==> src/rtl/frt_pkg.sv <==
package frt_pkg;

  parameter int unsigned FRT_W = 16;

  typedef logic [FRT_W-1:0] frt_word_t;

  typedef enum logic {
    FRT_DIR_DN = 1'b0,
    FRT_DIR_UP = 1'b1
  } frt_dir_e;

  typedef enum logic [1:0] {
    FRT_A_CTRL  = 2'd0,
    FRT_A_DATA  = 2'd1,
    FRT_A_LIMIT = 2'd2,
    FRT_A_FLAGS = 2'd3
  } frt_addr_e;

  typedef struct packed {
    frt_word_t nxt;
    frt_dir_e  dir;
  } frt_step_t;

  // One counting step for either shape.
  function automatic frt_step_t frt_step(input frt_word_t cur,
                                         input frt_word_t lim,
                                         input logic      tri_mode,
                                         input frt_dir_e  dir_in);
    frt_step_t r;
    frt_dir_e  d;
    if (!tri_mode) begin
      r.dir = FRT_DIR_UP;
      r.nxt = (cur == lim) ? '0 : cur + frt_word_t'(1);
    end else begin
      if (cur == '0)       d = FRT_DIR_UP;
      else if (cur == lim) d = FRT_DIR_DN;
      else                 d = dir_in;
      r.dir = d;
      r.nxt = (d == FRT_DIR_UP) ? cur + frt_word_t'(1) : cur - frt_word_t'(1);
    end
    return r;
  endfunction

endpackage

==> src/rtl/frt_prescaler.sv <==
module frt_prescaler #(
  parameter int unsigned SEL_W = 3
) (
  input  logic             clk,
  input  logic             rst_n,
  input  logic [SEL_W-1:0] sel_i,
  output logic             tick_o
);
  localparam int unsigned PW = (1 << SEL_W) - 1;

  logic [PW-1:0] div_q;
  logic [PW-1:0] mask;

  // mask holds N low ones for select N.
  function automatic logic [PW-1:0] low_ones(input logic [SEL_W-1:0] n);
    return ~({PW{1'b1}} << n);
  endfunction

  assign mask   = low_ones(sel_i);
  assign tick_o = ((div_q & mask) == mask);

  always_ff @(posedge clk or negedge rst_n) begin
    if (!rst_n) div_q <= '0;
    else        div_q <= div_q + {{(PW-1){1'b0}}, 1'b1};
  end
endmodule

==> src/rtl/frt_ctrl_regs.sv <==
module frt_ctrl_regs #(
  parameter int unsigned SEL_W = 3
) (
  input  logic             clk,
  input  logic             rst_n,
  input  logic             ctrl_wr_i,
  input  logic [6:0]       ctrl_wdata_i,
  input  logic             flag_wr_i,
  input  logic [1:0]       flag_wdata_i,
  input  logic             clr_done_i,
  input  logic             zero_pulse_i,
  input  logic             match_pulse_i,
  output logic             stage_en_o,
  output logic             halt_o,
  output logic             mode_req_o,
  output logic             clr_req_o,
  output logic [SEL_W-1:0] sel_o,
  output logic             zero_flag_o,
  output logic             match_flag_o
);
  localparam int unsigned B_STAGE = 6;
  localparam int unsigned B_HALT  = 5;
  localparam int unsigned B_MODE  = 4;
  localparam int unsigned B_CLR   = 3;

  always_ff @(posedge clk or negedge rst_n) begin
    if (!rst_n) begin
      stage_en_o <= 1'b0;
      halt_o     <= 1'b1;
      mode_req_o <= 1'b0;
      sel_o      <= '0;
    end else if (ctrl_wr_i) begin
      stage_en_o <= ctrl_wdata_i[B_STAGE];
      halt_o     <= ctrl_wdata_i[B_HALT];
      mode_req_o <= ctrl_wdata_i[B_MODE];
      sel_o      <= ctrl_wdata_i[SEL_W-1:0];
    end
  end

  // Pending software clear: set/cancel by write, dropped once consumed.
  always_ff @(posedge clk or negedge rst_n) begin
    if (!rst_n)          clr_req_o <= 1'b0;
    else if (ctrl_wr_i)  clr_req_o <= ctrl_wdata_i[B_CLR] & ~ctrl_wdata_i[B_HALT];
    else if (clr_done_i) clr_req_o <= 1'b0;
  end

  // Sticky flags: write 0 clears, a new event wins.
  always_ff @(posedge clk or negedge rst_n) begin
    if (!rst_n) begin
      zero_flag_o  <= 1'b0;
      match_flag_o <= 1'b0;
    end else begin
      zero_flag_o  <= (zero_flag_o  & ~(flag_wr_i & ~flag_wdata_i[0])) | zero_pulse_i;
      match_flag_o <= (match_flag_o & ~(flag_wr_i & ~flag_wdata_i[1])) | match_pulse_i;
    end
  end
endmodule

==> src/rtl/frt_count_core.sv <==
module frt_count_core
  import frt_pkg::*;
(
  input  logic      clk,
  input  logic      rst_n,
  input  logic      step_i,
  input  logic      clr_req_i,
  input  logic      mode_req_i,
  input  logic      stage_en_i,
  input  logic      lim_wr_i,
  input  logic      cnt_wr_i,
  input  frt_word_t wdata_i,
  output frt_word_t cnt_o,
  output frt_word_t lim_o,
  output frt_dir_e  dir_o,
  output logic      zero_pulse_o,
  output logic      match_pulse_o,
  output logic      clr_done_o
);
  frt_word_t lim_stage_q;
  logic      mode_act_q;
  logic      at_zero;
  logic      mode_use;
  frt_word_t lim_use;
  frt_step_t nxt;
  logic      count_step;

  assign at_zero    = (cnt_o == '0);
  assign mode_use   = at_zero ? mode_req_i : mode_act_q;
  assign lim_use    = (at_zero && stage_en_i) ? lim_stage_q : lim_o;
  assign nxt        = frt_step(cnt_o, lim_use, mode_use, dir_o);
  assign clr_done_o = step_i & clr_req_i & ~cnt_wr_i;
  assign count_step = step_i & ~clr_req_i & ~cnt_wr_i;

  always_ff @(posedge clk or negedge rst_n) begin
    if (!rst_n) begin
      cnt_o         <= '0;
      dir_o         <= FRT_DIR_UP;
      mode_act_q    <= 1'b0;
      lim_o         <= '1;
      lim_stage_q   <= '1;
      zero_pulse_o  <= 1'b0;
      match_pulse_o <= 1'b0;
    end else begin
      zero_pulse_o  <= 1'b0;
      match_pulse_o <= 1'b0;
      if (cnt_wr_i) begin
        cnt_o <= wdata_i;
      end else if (clr_done_o) begin
        cnt_o <= '0;
        dir_o <= FRT_DIR_UP;
      end else if (count_step) begin
        if (at_zero) begin
          mode_act_q <= mode_req_i;
          if (stage_en_i) lim_o <= lim_stage_q;
        end
        cnt_o         <= nxt.nxt;
        dir_o         <= nxt.dir;
        zero_pulse_o  <= (nxt.nxt == '0);
        match_pulse_o <= (cnt_o == lim_use);
      end
      if (lim_wr_i) begin
        lim_stage_q <= wdata_i;
        if (!stage_en_i) lim_o <= wdata_i;
      end
    end
  end
endmodule

==> src/rtl/frt_timer.sv <==
module frt_timer
  import frt_pkg::*;
#(
  parameter int unsigned SEL_W = 3
) (
  input  logic             clk,
  input  logic             rst_n,
  input  logic             bus_we,
  input  logic [1:0]       bus_addr,
  input  logic [FRT_W-1:0] bus_wdata,
  output logic [FRT_W-1:0] bus_rdata,
  output logic [FRT_W-1:0] cnt_o,
  output logic             dir_up_o,
  output logic             stop_o,
  output logic             zero_o,
  output logic             match_o
);
  logic             tick;
  logic             step;
  logic             ctrl_wr, flag_wr, lim_wr, cnt_wr;
  logic             stage_en, halt, mode_req, clr_req, clr_done;
  logic [SEL_W-1:0] sel;
  logic             zero_flag, match_flag;
  frt_word_t        lim;
  frt_dir_e         dir;

  assign ctrl_wr = bus_we && (bus_addr == FRT_A_CTRL);
  assign cnt_wr  = bus_we && (bus_addr == FRT_A_DATA);
  assign lim_wr  = bus_we && (bus_addr == FRT_A_LIMIT);
  assign flag_wr = bus_we && (bus_addr == FRT_A_FLAGS);
  assign step    = tick & ~halt;

  frt_prescaler #(.SEL_W(SEL_W)) u_presc (
    .clk(clk), .rst_n(rst_n), .sel_i(sel), .tick_o(tick)
  );

  frt_ctrl_regs #(.SEL_W(SEL_W)) u_regs (
    .clk(clk), .rst_n(rst_n),
    .ctrl_wr_i(ctrl_wr), .ctrl_wdata_i(bus_wdata[6:0]),
    .flag_wr_i(flag_wr), .flag_wdata_i(bus_wdata[1:0]),
    .clr_done_i(clr_done), .zero_pulse_i(zero_o), .match_pulse_i(match_o),
    .stage_en_o(stage_en), .halt_o(halt), .mode_req_o(mode_req),
    .clr_req_o(clr_req), .sel_o(sel),
    .zero_flag_o(zero_flag), .match_flag_o(match_flag)
  );

  frt_count_core u_core (
    .clk(clk), .rst_n(rst_n), .step_i(step), .clr_req_i(clr_req),
    .mode_req_i(mode_req), .stage_en_i(stage_en), .lim_wr_i(lim_wr),
    .cnt_wr_i(cnt_wr), .wdata_i(bus_wdata),
    .cnt_o(cnt_o), .lim_o(lim), .dir_o(dir),
    .zero_pulse_o(zero_o), .match_pulse_o(match_o), .clr_done_o(clr_done)
  );

  assign stop_o   = halt;
  assign dir_up_o = (dir == FRT_DIR_UP);

  always_comb begin
    bus_rdata = '0;
    case (bus_addr)
      FRT_A_CTRL: begin
        bus_rdata[6]         = stage_en;
        bus_rdata[5]         = halt;
        bus_rdata[4]         = mode_req;
        bus_rdata[SEL_W-1:0] = sel;
      end
      FRT_A_DATA:  bus_rdata = cnt_o;
      FRT_A_LIMIT: bus_rdata = lim;
      default: begin
        bus_rdata[0] = zero_flag;
        bus_rdata[1] = match_flag;
      end
    endcase
  end
endmodule

==> config.mk <==
export PLATFORM = sky130hd
export DESIGN_NAME = frt_timer
export DESIGN_NICKNAME = d
export VERILOG_FILES = /design/src/rtl/frt_pkg.sv /design/src/rtl/frt_prescaler.sv /design/src/rtl/frt_ctrl_regs.sv /design/src/rtl/frt_count_core.sv /design/src/rtl/frt_timer.sv
export SDC_FILE = /design/constraint.sdc
export NUM_CORES = 1
export LEC_CHECK = 0
export BUFFER_PORTS_ARGS = -buffer_cell sky130_fd_sc_hd__buf_4
export CAP_MARGIN = 10
export CORE_MARGIN = 2
export CORE_UTILIZATION = 30
export DETAILED_ROUTE_END_ITERATION = 8
export PLACE_DENSITY = 0.54
export SKIP_LAST_GASP = 1
export SLEW_MARGIN = 20
export SYNTH_ARGS = -nofsm -noshare
export SYNTH_HDL_FRONTEND = slang
export SYNTH_SLANG_ARGS = --single-unit
==> constraint.sdc <==
create_clock -name clk -period 2.72 [get_ports clk]
set_input_delay 0.136 -clock clk [delete_from_list [all_inputs] [get_ports clk]]
set_output_delay 0.136 -clock clk [all_outputs]
set_load 0.02 [all_outputs]
Yosys cells after proc, flatten, opt, wreduce, memory -nomap -nowiden

Index checks and enable logic that the tools add are counted.

Flip-flop bits (word level): 68
Bits of input ports: 21
Output and inout port bits: 36
Logic and storage cells: 93

$add $sub $neg: 3
Equality and inequality tests: 5
Shift-type cells: 1
Muxes and demuxes: 33
Bitwise logic cells: 23
Reductions and logical operators: 13

Operators with widths:

| kind                                                                  | number |
|---|---|
| 16-bit 2-to-1 mux                                                     | 13 |
| 16-bit zero test                                                      | 2 |
| 9-bit case mux with 2 select lines                                    | 1 |
| 17-bit 2-to-1 mux                                                     | 1 |
| 16-bit by 1-bit adder with 16-bit output (second input constant)      | 1 |
| 16-bit == test                                                        | 1 |
| 16-bit by 1-bit subtractor with 16-bit output (second input constant) | 1 |
| 1-bit 2-to-1 mux                                                      | 14 |
| 1-bit bitwise AND                                                     | 10 |
| 1-bit NOT                                                             | 9 |
| 3-bit case mux with 3 select lines                                    | 1 |
| 7-bit by 1-bit adder with 7-bit output (second input constant)        | 1 |
| 7-bit bitwise AND                                                     | 1 |
| 7-bit == test                                                         | 1 |
| 7-bit NOT                                                             | 1 |
| 7-bit by 3-bit left shift with 7-bit output (first input constant)    | 1 |
| 2-bit case mux with 3 select lines                                    | 1 |
| 1-bit logical AND                                                     | 5 |
| 2-bit == test (second input constant)                                 | 2 |
| 2-bit nonzero test                                                    | 2 |
| 1-bit case mux with 3 select lines                                    | 1 |
| 3-bit AND reduction                                                   | 1 |
| 3-bit nonzero test                                                    | 1 |
| 2-bit by 1-bit == test with 1-bit output (second input constant)      | 1 |
| other kinds (4)                                                       | 5 |

Longest topological paths before layout

Gate-level depths: netlist (run 1).

Depth in word-level cells: 13
Gate-level depth with buffers: 15
Gate-level depth less buffers: 12

By module

Synthesis (run 1) repeated with hierarchy kept, for this count alone.

Cells, all modules: 502
Area, all modules: 4,718.3 um2

Modules (own cells, without submodules):

| module         | times used | cells each | area an instance (um2) | seq. area each (um2) |
|---|---|---|---|---|
| frt_count_core | 1          | 400        | 3,636.0                | 1,342.5 |
| frt_timer      | 1          | 51         | 395.4                  | 0.0 |
| frt_ctrl_regs  | 1          | 23         | 372.9                  | 226.5 |
| frt_prescaler  | 1          | 28         | 314.1                  | 175.2 |

Worst setup path after synthesis (run 1)

No wires, ideal clock.

Path kind: reg-to-reg
Start: register u_core.cnt_o[0]
End: register u_core.cnt_o[5]
Library setup time: 0.137 ns
Data arrival time: 3.004 ns
Data required time: 2.583 ns
Path slack: -0.421 ns
Cell stages (with the launch flop): 16
Buffers on the path: 3
Clock period less this slack: 3.141 ns
Cells stage by stage: dfrtp_1 clkbuf_1 inv_1 ha_1 or4bb_1 nor4_2 o21ai_1 nor2_1 o211ai_4 a22o_1 buf_6 buf_6 a221oi_1 a31oi_1 a22oi_1 a21oi_1

Longest elaborated chain between the ends: 12
Elaborated cells on any way between the ends: 16
Those cells by class: 2 x add/sub; 1 x eq/ne; 11 x mux; 2 x reduce/logical

Ends and longest elaborated chain:

| what                   | RTL line                            | text |
|---|---|---|
| from (decl)            | frt_count_core.sv:13                | `output frt_word_t cnt_o,` |
| from (signal assigned) | frt_count_core.sv:48                | `cnt_o <= wdata_i;` |
| from (signal assigned) | frt_count_core.sv:57                | `cnt_o <= nxt.nxt;` |
| 16-bit zero test       | frt_pkg.sv:35, frt_count_core.sv:28 |  |
| 1-bit logical AND      | frt_count_core.sv:30                | `assign lim_use = (at_zero && stage_en_i) ? lim_stage_q : lim_o;` |
| 16-bit 2-to-1 mux      | frt_count_core.sv:30                |  |
| 16-bit == test         | frt_pkg.sv:33, frt_pkg.sv:36        |  |
| 1-bit 2-to-1 mux       | frt_pkg.sv:36                       | `else if (cur == lim) d = FRT_DIR_DN;` |
| 1-bit 2-to-1 mux       | frt_pkg.sv:35                       | `if (cur == '0) d = FRT_DIR_UP;` |
| 1-bit 2-to-1 mux       | frt_pkg.sv:31                       | `if (!tri_mode) begin` |
| 16-bit 2-to-1 mux      | frt_pkg.sv:39                       | `r.nxt = (d == FRT_DIR_UP) ? cur + frt_word_t'(1) : cur - frt_word_t'(1);` |
| 17-bit 2-to-1 mux (*)  | frt_pkg.sv:31                       |  |
| 16-bit 2-to-1 mux (*)  | frt_count_core.sv:52                | `end else if (count_step) begin` |
| 16-bit 2-to-1 mux (*)  | frt_count_core.sv:49                | `end else if (clr_done_o) begin` |
| 16-bit 2-to-1 mux (*)  | frt_count_core.sv:47                | `if (cnt_wr_i) begin` |

Every way passes the cells marked *; elsewhere a longest branch is shown, timed or not. The select of a mux whose other input is x is not followed.
A chain may end at the register's enable or synchronous reset.

Final worst setup path (run 1)

Start: register u_core.cnt_o[12]
End: register u_core.zero_pulse_o

Longest elaborated chain between the ends: 13
Elaborated cells on any way between the ends: 17
Those cells by class: 2 x add/sub; 1 x eq/ne; 11 x mux; 3 x reduce/logical

Ends and longest elaborated chain:

| what                  | RTL line                            | text |
|---|---|---|
| 16-bit zero test      | frt_pkg.sv:35, frt_count_core.sv:28 |  |
| 1-bit logical AND     | frt_count_core.sv:30                |  |
| 16-bit 2-to-1 mux     | frt_count_core.sv:30                |  |
| 16-bit == test        | frt_pkg.sv:33, frt_pkg.sv:36        |  |
| 1-bit 2-to-1 mux      | frt_pkg.sv:36                       |  |
| 1-bit 2-to-1 mux      | frt_pkg.sv:35                       |  |
| 1-bit 2-to-1 mux      | frt_pkg.sv:31                       |  |
| 16-bit 2-to-1 mux     | frt_pkg.sv:39                       |  |
| 17-bit 2-to-1 mux (*) | frt_pkg.sv:31                       |  |
| 16-bit zero test (*)  | frt_count_core.sv:59                | `zero_pulse_o <= (nxt.nxt == '0);` |
| 1-bit 2-to-1 mux (*)  | frt_count_core.sv:52                |  |
| 1-bit 2-to-1 mux (*)  | frt_count_core.sv:49                |  |
| 1-bit 2-to-1 mux (*)  | frt_count_core.sv:47                |  |
| to (signal assigned)  | frt_count_core.sv:59                |  |
| to (decl)             | frt_count_core.sv:16                | `output logic zero_pulse_o,` |

Marks and branches as above.

==> summary.txt, run 1 <==
Outcome
  • Status: finished, violations left
  • Failing checks: setup timing

Global route
  • Largest net degree at the start of global routing: 69
  • GRT met1 Usage: 25.57%
  • All-Layer GR Usage: 18.98%
  • Vias in the first global route: 4393
  • GR Layer Usage met2: 31.20%
  • Global-route wire length before repair: 24000 µm
  • Remaining global-route overflow: 0
  • GRT busiest layer: met2
  • Antenna violations before repair: 0
  • Met3 Use GR: 1.628%

Die
  • Full die area: 16450 µm²
  • Starting density of the core: 30.59%
  • # rows: 45
  • Core Region: 15150 µm²
  • IO Pins: 57
  • Die Y: 128.3 µm
  • Width of the die: 128.3 µm

Synthesis
  • Post-synth EDFFs: 0
  • Synth Warn #: 0
  • Most frequent cells after synthesis: 50 x nand2_1, 40 x nor2_1, 34 x dfrtp_1, 34 x dfstp_2, 29 x clkbuf_1
  • Mapped Nets: 538
  • Post-synthesis sequential area ratio: 37.65%
  • Yosys cell types: 60
  • Syn avg cell area: 9.103 µm²
  • Fraction of registers with async set/reset: 100.0%
  • Mapped Cells: 509
  • Syn Std Cell Area: 4633 µm²
  • Count leader, synth: nand2_1
  • Count of state elements after synthesis: 68
  • Top-area cell type share of the netlist area: 19.28%
  • Leading area contributor after synthesis: dfstp_2
  • Synth area leaders: dfstp_2 19%, dfrtp_1 18%, mux2_2 5.6%, mux2i_1 5.2%, nand2_1 4.1%
  • Most common flop cell mapped by yosys: dfstp_2

Routing
  • Vias per inst: 5.305
  • Routed len/inst: 18.62 µm
  • Final ANT Viol Nets: 0
  • Wirelength, routed: 15270 µm
  • Routed vias: 4350
  • Router iterations before antenna repair: 5
  • Initial DRC count: 372
  • DR DRC count: 0

Timing
  • Final period util: 115.1%
  • Max-slew violation total from the final report: 0
  • Worst setup margin: -410.6 ps
  • Worst Hold Slack: 20.40 ps
  • Worst-Margin Slew: 872.0 ps
  • Period minus WS final: 3131 ps
  • Worst slew margin: 41.86%
  • Final setup vio count: 17
  • Hold Fails Final Rpt: 0
  • RSZ-0062 raised after global routing: true
  • Worst clock skew: 7.993 ps
  • F_max: 319.4 MHz

Layout
  • Finished Cell Area: 6264 µm²
  • Area occupied by registers: 1754 µm²
  • Nets: 656
  • Area delta synth->final: 35.19%
  • FILL cells: 1479
  • Ant diodes: 0
  • Layout cells sized above 1: 41.93%
  • Multi-input logic area: 2750 µm²

Clock network
  • Clk_lat worst skew: 340 ps
  • CTS Buf Count: 9
  • CTS tree: yes
  • Clock Path Buffers: 2
  • Root Driver: clkbuf_16
  • CTS clk-pin slew, worst paths: 60 ps
  • Clock Sinks: 68
  • H-tree levels: 3

Placed design
  • Post-place setup slack: -394.4 ps
  • Dpl cell area: 5710 µm²
  • Final RePlAce weighted congestion: 0.9184
  • Port Buf Inserts: 56
  • Post-DP HPWL: 11260 µm

Run
  • Number of max-cap violations: 0

Pwr
  • Pwr Density: 898.9 nW/µm²
  • Internal power: 3.369 mW
  • PnR Total Power: 5.631 mW
  • Clock power frac: 21.2%
  • Peak supply drop: 0.3151 mV
  • Net Sw Frac: 40.16%
  • Comb pwr share: 51.0%
  • Leakage: 2.649 nW
  • NetSw: 2.261 mW
  • Sequential cell fraction of total power: 27.9%

Critical path
  • CP required: 2990 ps
  • Critical path class: flop to flop
  • Peak fanout along the critical path: 8
  • R2R Setup Slk: -410 ps
  • Critical Path AT: 3400 ps
  • Crit path launch type: flop
  • Setup crit end kind: flop

Min path
  • Min-delay worst type: input pin to flop
-- repair_timing --
item	in CTS	in global routing
setup endpoints to repair	16	18
setup buffers	6	8
hold buffers	1	0
hold endpoints to repair	34	0
gates resized for setup	6	21
cloned	0	1
pin swaps	9	21
-- stage by stage --
step | TNS, ps | instances | utilization, %
after global routing | -6798 | 820 | 41.35
after detailed placement | -3407 | 789 | 37.70
final | -4029 | 820 | 41.35
after CTS | -3693 | 811 | 40.24
after global placement | -2247 | 789 | 37.70
after floorplan | -1795 | 509 | -
-- state kept, by name (all words and copies together) (netlist names), 3 cells and up --
signal,count
u_core.lim_o,16
u_presc.div_q,7
u_core.cnt_o,16
u_core.lim_stage_q,16
u_regs.sel_o,3
-- area by class of cell --
cell class | count | share of cell area, %
well taps | 188 | 3.755
flip-flops and latches | 68 | 28.01
repair buffers | 149 | 18.16
multi-input cells | 377 | 43.91
inverters | 22 | 1.318
clock inverters | 5 | 0.9788
clock buffers | 11 | 3.875
-- metal layers --
metal	vias to the layer above	wire (µm)
li1	2054	-
met1	2138	6820
met2	134	7460
met3	24	631
met4	0	360
met5	-	0
-- power groups by stage --
stage          Clock [mW]  Sequential (mW)  Combinational, mW
3_5_place_dp            0             1.59               2.74
2_1_floorplan           0             1.67               1.49
5_1_grt              1.25             1.60               3.11
6_report             1.19             1.57               2.87
3_3_place_gp            0             1.58               2.74
4_1_cts              1.21             1.58               2.76
-- cells in the final DEF, fill, tap and decap left out, types with 15 or more instances in the layout --
master   instances
inv_1           20
xor2_1          15
mux2i_1         22
o21ai_0         28
nand2_1         50
dfrtp_1         26
nor2_1          37
xnor2_1         19
a21oi_1         20
mux2_2          23
dfstp_2         34
buf_4          142
nor2b_1         16
-- final timing paths --
kind | cells past startpoint | end | from
worst max-delay path | 12 | u_core.zero_pulse_o | u_core.cnt_o[12]
worst min-delay path | 3 | u_core.lim_o[3] | bus_wdata[3]
worst max register to register | 12 | u_core.zero_pulse_o | u_core.cnt_o[12]
worst min register to register | 1 | u_presc.div_q[6] | u_presc.div_q[6]
max in group asynchronous | 2 | u_core.cnt_o[13] | rst_n
min in group asynchronous | 2 | u_regs.sel_o[0] | rst_n
-- worst max-delay path, stage by stage, from the launching register on --
cell and delay, ps:
dfrtp_1 370, or4_4 590, nor4b_4 280, nand3_2 150, and3_4 190, o211ai_4 260, a21oi_4 160, buf_4 160
buf_4 130, a22oi_2 150, a22oi_2 100, a2111oi_2 290, and4_1 240
-- cells by family after synthesis --
| kind of cell | Yosys count | share of synthesized area [%] |
|---|---|---|
| buffers and inverters | 64 | 5.725 |
| xor gates and xnor gates | 35 | 6.616 |
| and+or+nand+nor | 167 | 18.66 |
| AOI/OAI and AO/OA | 120 | 18.42 |
| adders and majority gates | 8 | 2.160 |
| muxes | 47 | 10.78 |
| DFF | 68 | 37.65 |
Note: power is estimated with default switching activity, not from simulation.
==> inputs of run 2 (changes only) <==
--- a/config.mk
+++ b/config.mk
@@ -7,10 +7,10 @@
 export LEC_CHECK = 0
 export BUFFER_PORTS_ARGS = -buffer_cell sky130_fd_sc_hd__buf_4
 export CAP_MARGIN = 10
-export CORE_MARGIN = 2
-export CORE_UTILIZATION = 30
+export CORE_UTILIZATION = 53
 export DETAILED_ROUTE_END_ITERATION = 8
-export PLACE_DENSITY = 0.54
+export PLACE_DENSITY = 0.83
+export SKIP_CTS_REPAIR_TIMING = 1
 export SKIP_LAST_GASP = 1
 export SLEW_MARGIN = 20
 export SYNTH_ARGS = -nofsm -noshare
==> run 2 against run 1 <==
The flow still finishes with violations (setup timing). Cell count shrank 12%. Clock power shrank 13%. Sequential share of layout area grew 1.4 points. Non-clock buffer count shrank 15. Hold slack lost 0.51 ps. Flip-flop and latch count is the same. Critical path depth grew 1. Power shrank 2.1%. Critical endpoint unchanged. Largest cell class unchanged. Largest power group unchanged. Highest routed layer unchanged.
==> summary.txt, run 2 (synthesis results as in run 1) <==
Outcome
  • Status: finished, violations left
  • Failing checks: setup timing

Timing
  • Worst slew margin: 43.35% (+1.5 points)
  • Period minus WS final: 3102 ps (-28.12 ps)
  • Final setup vio count: 15 (-2)
  • Worst clock skew: 9.328 ps (+1.335 ps)
  • Final period util: 114.1% (-1.0 points)
  • RSZ-0062 raised after global routing: true
  • Worst-Margin Slew: 849.8 ps (-22.23 ps)
  • F_max: 322.3 MHz (+0.91%)
  • Worst Hold Slack: 19.89 ps (-0.5095 ps)
  • Worst setup margin: -382.5 ps (+28.12 ps)
  • Hold Fails Final Rpt: 0 (unchanged)
  • Max-slew violation total from the final report: 0 (unchanged)

Placed design
  • Post-DP HPWL: 10260 µm (-8.9%)
  • Port Buf Inserts: 56 (unchanged)
  • Dpl cell area: 5584 µm² (-2.2%)
  • Final RePlAce weighted congestion: 0.9090 (-1.0%)

Clock network
  • Clock Sinks: 68 (unchanged)
  • Clk_lat worst skew: 340 ps (about the same)
  • H-tree levels: 3 (unchanged)
  • Clock Path Buffers: 2 (unchanged)
  • CTS tree: yes
  • CTS Buf Count: 9 (unchanged)
  • CTS clk-pin slew, worst paths: 80 ps (+20 ps)
  • Root Driver: clkbuf_8

Die
  • Full die area: 9119 µm² (-45%)
  • Core Region: 8341 µm² (-45%)
  • # rows: 33 (-27%)
  • IO Pins: 57 (unchanged)
  • Width of the die: 95.50 µm (-26%)
  • Die Y: 95.50 µm (-26%)
  • Starting density of the core: 55.55% (+25 points)

Routing
  • Routed vias: 4579 (+5.3%)
  • Router iterations before antenna repair: 8 (+3)
  • DR DRC count: 0 (unchanged)
  • Vias per inst: 6.342 (+20%)
  • Routed len/inst: 19.93 µm (+7.0%)
  • Wirelength, routed: 14390 µm (-5.8%)
  • Initial DRC count: 468 (+26%)
  • Final ANT Viol Nets: 0 (unchanged)

Critical path
  • Peak fanout along the critical path: 20 (+12)
  • CP cell instances: inv_2, ha_4, or4bb_4, nor4_4, and3b_2, nor2_2, o211ai_4, a21oi_2, buf_12, a221oi_1, a31oi_1, a2111oi_2, and4_1
  • Critical path class: flop to flop
  • Crit path launch type: flop
  • Buf+Inv Stages, Crit Path: 2 (unchanged)
  • CP required: 3000 ps (about the same)
  • Cell family with the largest share of critical-path delay: simple AND/OR/NAND/NOR gates
  • CP max stage delay: 460 ps (-130 ps)
  • Critical Path AT: 3390 ps (about the same)
  • Setup crit end kind: flop
  • Slowest-stage cell, CP: or4bb_4

Layout
  • Nets: 641 (-2.3%)
  • Ant diodes: 0 (unchanged)
  • Largest registers: u_core.cnt_o: 16 flops, u_core.lim_o: 16 flops, u_core.lim_stage_q: 16 flops
  • Finished Cell Area: 5959 µm² (-4.9%)
  • Layout cells sized above 1: 39.87% (-2.1 points)
  • Area delta synth->final: 28.63%
  • Most frequent cells in the layout: 127 x buf_4, 50 x nand2_1, 38 x nor2_1
  • Commonest non-fill, non-tap cell in the layout: buf_4

Pwr
  • Leakage: 2.552 nW (-3.7%)
  • Sequential cell fraction of total power: 28.6% (+0.7 points)
  • NetSw: 2.260 mW (about the same)
  • Internal power: 3.255 mW (-3.4%)
  • Net Sw Frac: 40.98% (+0.82 points)
  • Comb pwr share: 52.7% (+1.7 points)
  • Peak supply drop: 0.5074 mV (+61%)
  • Pwr Density: 925.3 nW/µm² (+2.9%)
  • Clock power frac: 18.7% (-2.5 points)

Global route
  • Remaining global-route overflow: 0 (unchanged)
  • Global-route wire length before repair: 22150 µm (-7.7%)
  • All-Layer GR Usage: 32.53% (+14 points)
  • Antenna violations before repair: 0 (unchanged)
  • Vias in the first global route: 4281 (-2.5%)
  • Largest net degree at the start of global routing: 69 (unchanged)

Run
  • Number of max-cap violations: 0 (unchanged)

Min path
  • Min-delay worst type: input pin to flop
-- run 2: changes by cell type in the layout (fill, tap and decap cells not counted), moves of 3 or more --
| cell | before | now |
|---|---|---|
| a221oi_2 | 4 | 1 |
| clkbuf_8 | 1 | 9 |
| clkbuf_16 | 9 | 0 |
| a221oi_1 | 0 | 3 |
| buf_4 | 142 | 127 |
-- run 2: stage by stage --
| stage | cells | setup TNS, ps | setup slack (ps) | power (mW) | util, % |
|---|---|---|---|---|---|
| after floorplan | 509 | -1795 | -269.9 | 3.158 | - |
| after global placement | 700 | -1633 | -211.0 | 4.206 | 66.95 |
| after detailed placement | 700 | -3096 | -353.5 | 4.276 | 66.95 |
| after CTS | 716 | -3797 | -396.7 | 5.326 | 69.92 |
| after global routing | 722 | -5858 | -511.4 | 5.762 | 71.45 |
| final | 722 | -3851 | -382.5 | 5.514 | 71.45 |
-- run 2: worst paths after layout --
path	start	slack (ps)	cells after the start	to
setup / recovery	u_core.cnt_o[1]	-380	13	u_core.zero_pulse_o
hold / removal	bus_wdata[3]	20	3	u_core.lim_o[3]
setup reg to reg	u_core.cnt_o[1]	-380	13	u_core.zero_pulse_o
hold reg to reg	u_presc.div_q[6]	470	1	u_presc.div_q[6]
max in group asynchronous	rst_n	1690	2	u_core.cnt_o[6]
min in group asynchronous	rst_n	430	2	u_presc.div_q[5]
-- run 2: area by class of cell --
class | count | area [µm²]
inverter | 22 | 82.58
timing repair buffer | 134 | 1042
fill | 610 | 2381
sequential | 68 | 1754
clock buffer | 9 | 123.9
clock inverter | 7 | 123.9
tap | 105 | 131.4
multi-input combinational | 377 | 2701
-- run 2: worst min-delay path: cells and delay by family --
| kind | cells | cell delay [ps] |
|---|---|---|
| and+or+nand+nor | 1 | 40 |
| buffers and inverters | 1 | 80 |
| AOI/OAI and AO/OA | 1 | 70 |
-- run 2: power by group through the flow --
stage / clock (mW) / combinational [mW] / sequential, mW
floorplan: 0 / 1.49 / 1.67
global placement: 0 / 2.64 / 1.57
detailed placement: 0 / 2.70 / 1.58
CTS: 1.04 / 2.72 / 1.56
global route: 1.09 / 3.08 / 1.60
finish: 1.03 / 2.91 / 1.58
-- run 2: metal layers --
metal / track usage, % / wire length (µm) / vias to the layer above
li1: - / - / 2023
met1: 44.35 / 5895 / 2227
met2: 51.07 / 6785 / 280
met3: 5.662 / 1238 / 49
met4: 13.56 / 474 / 0
met5: 0 / 0 / -
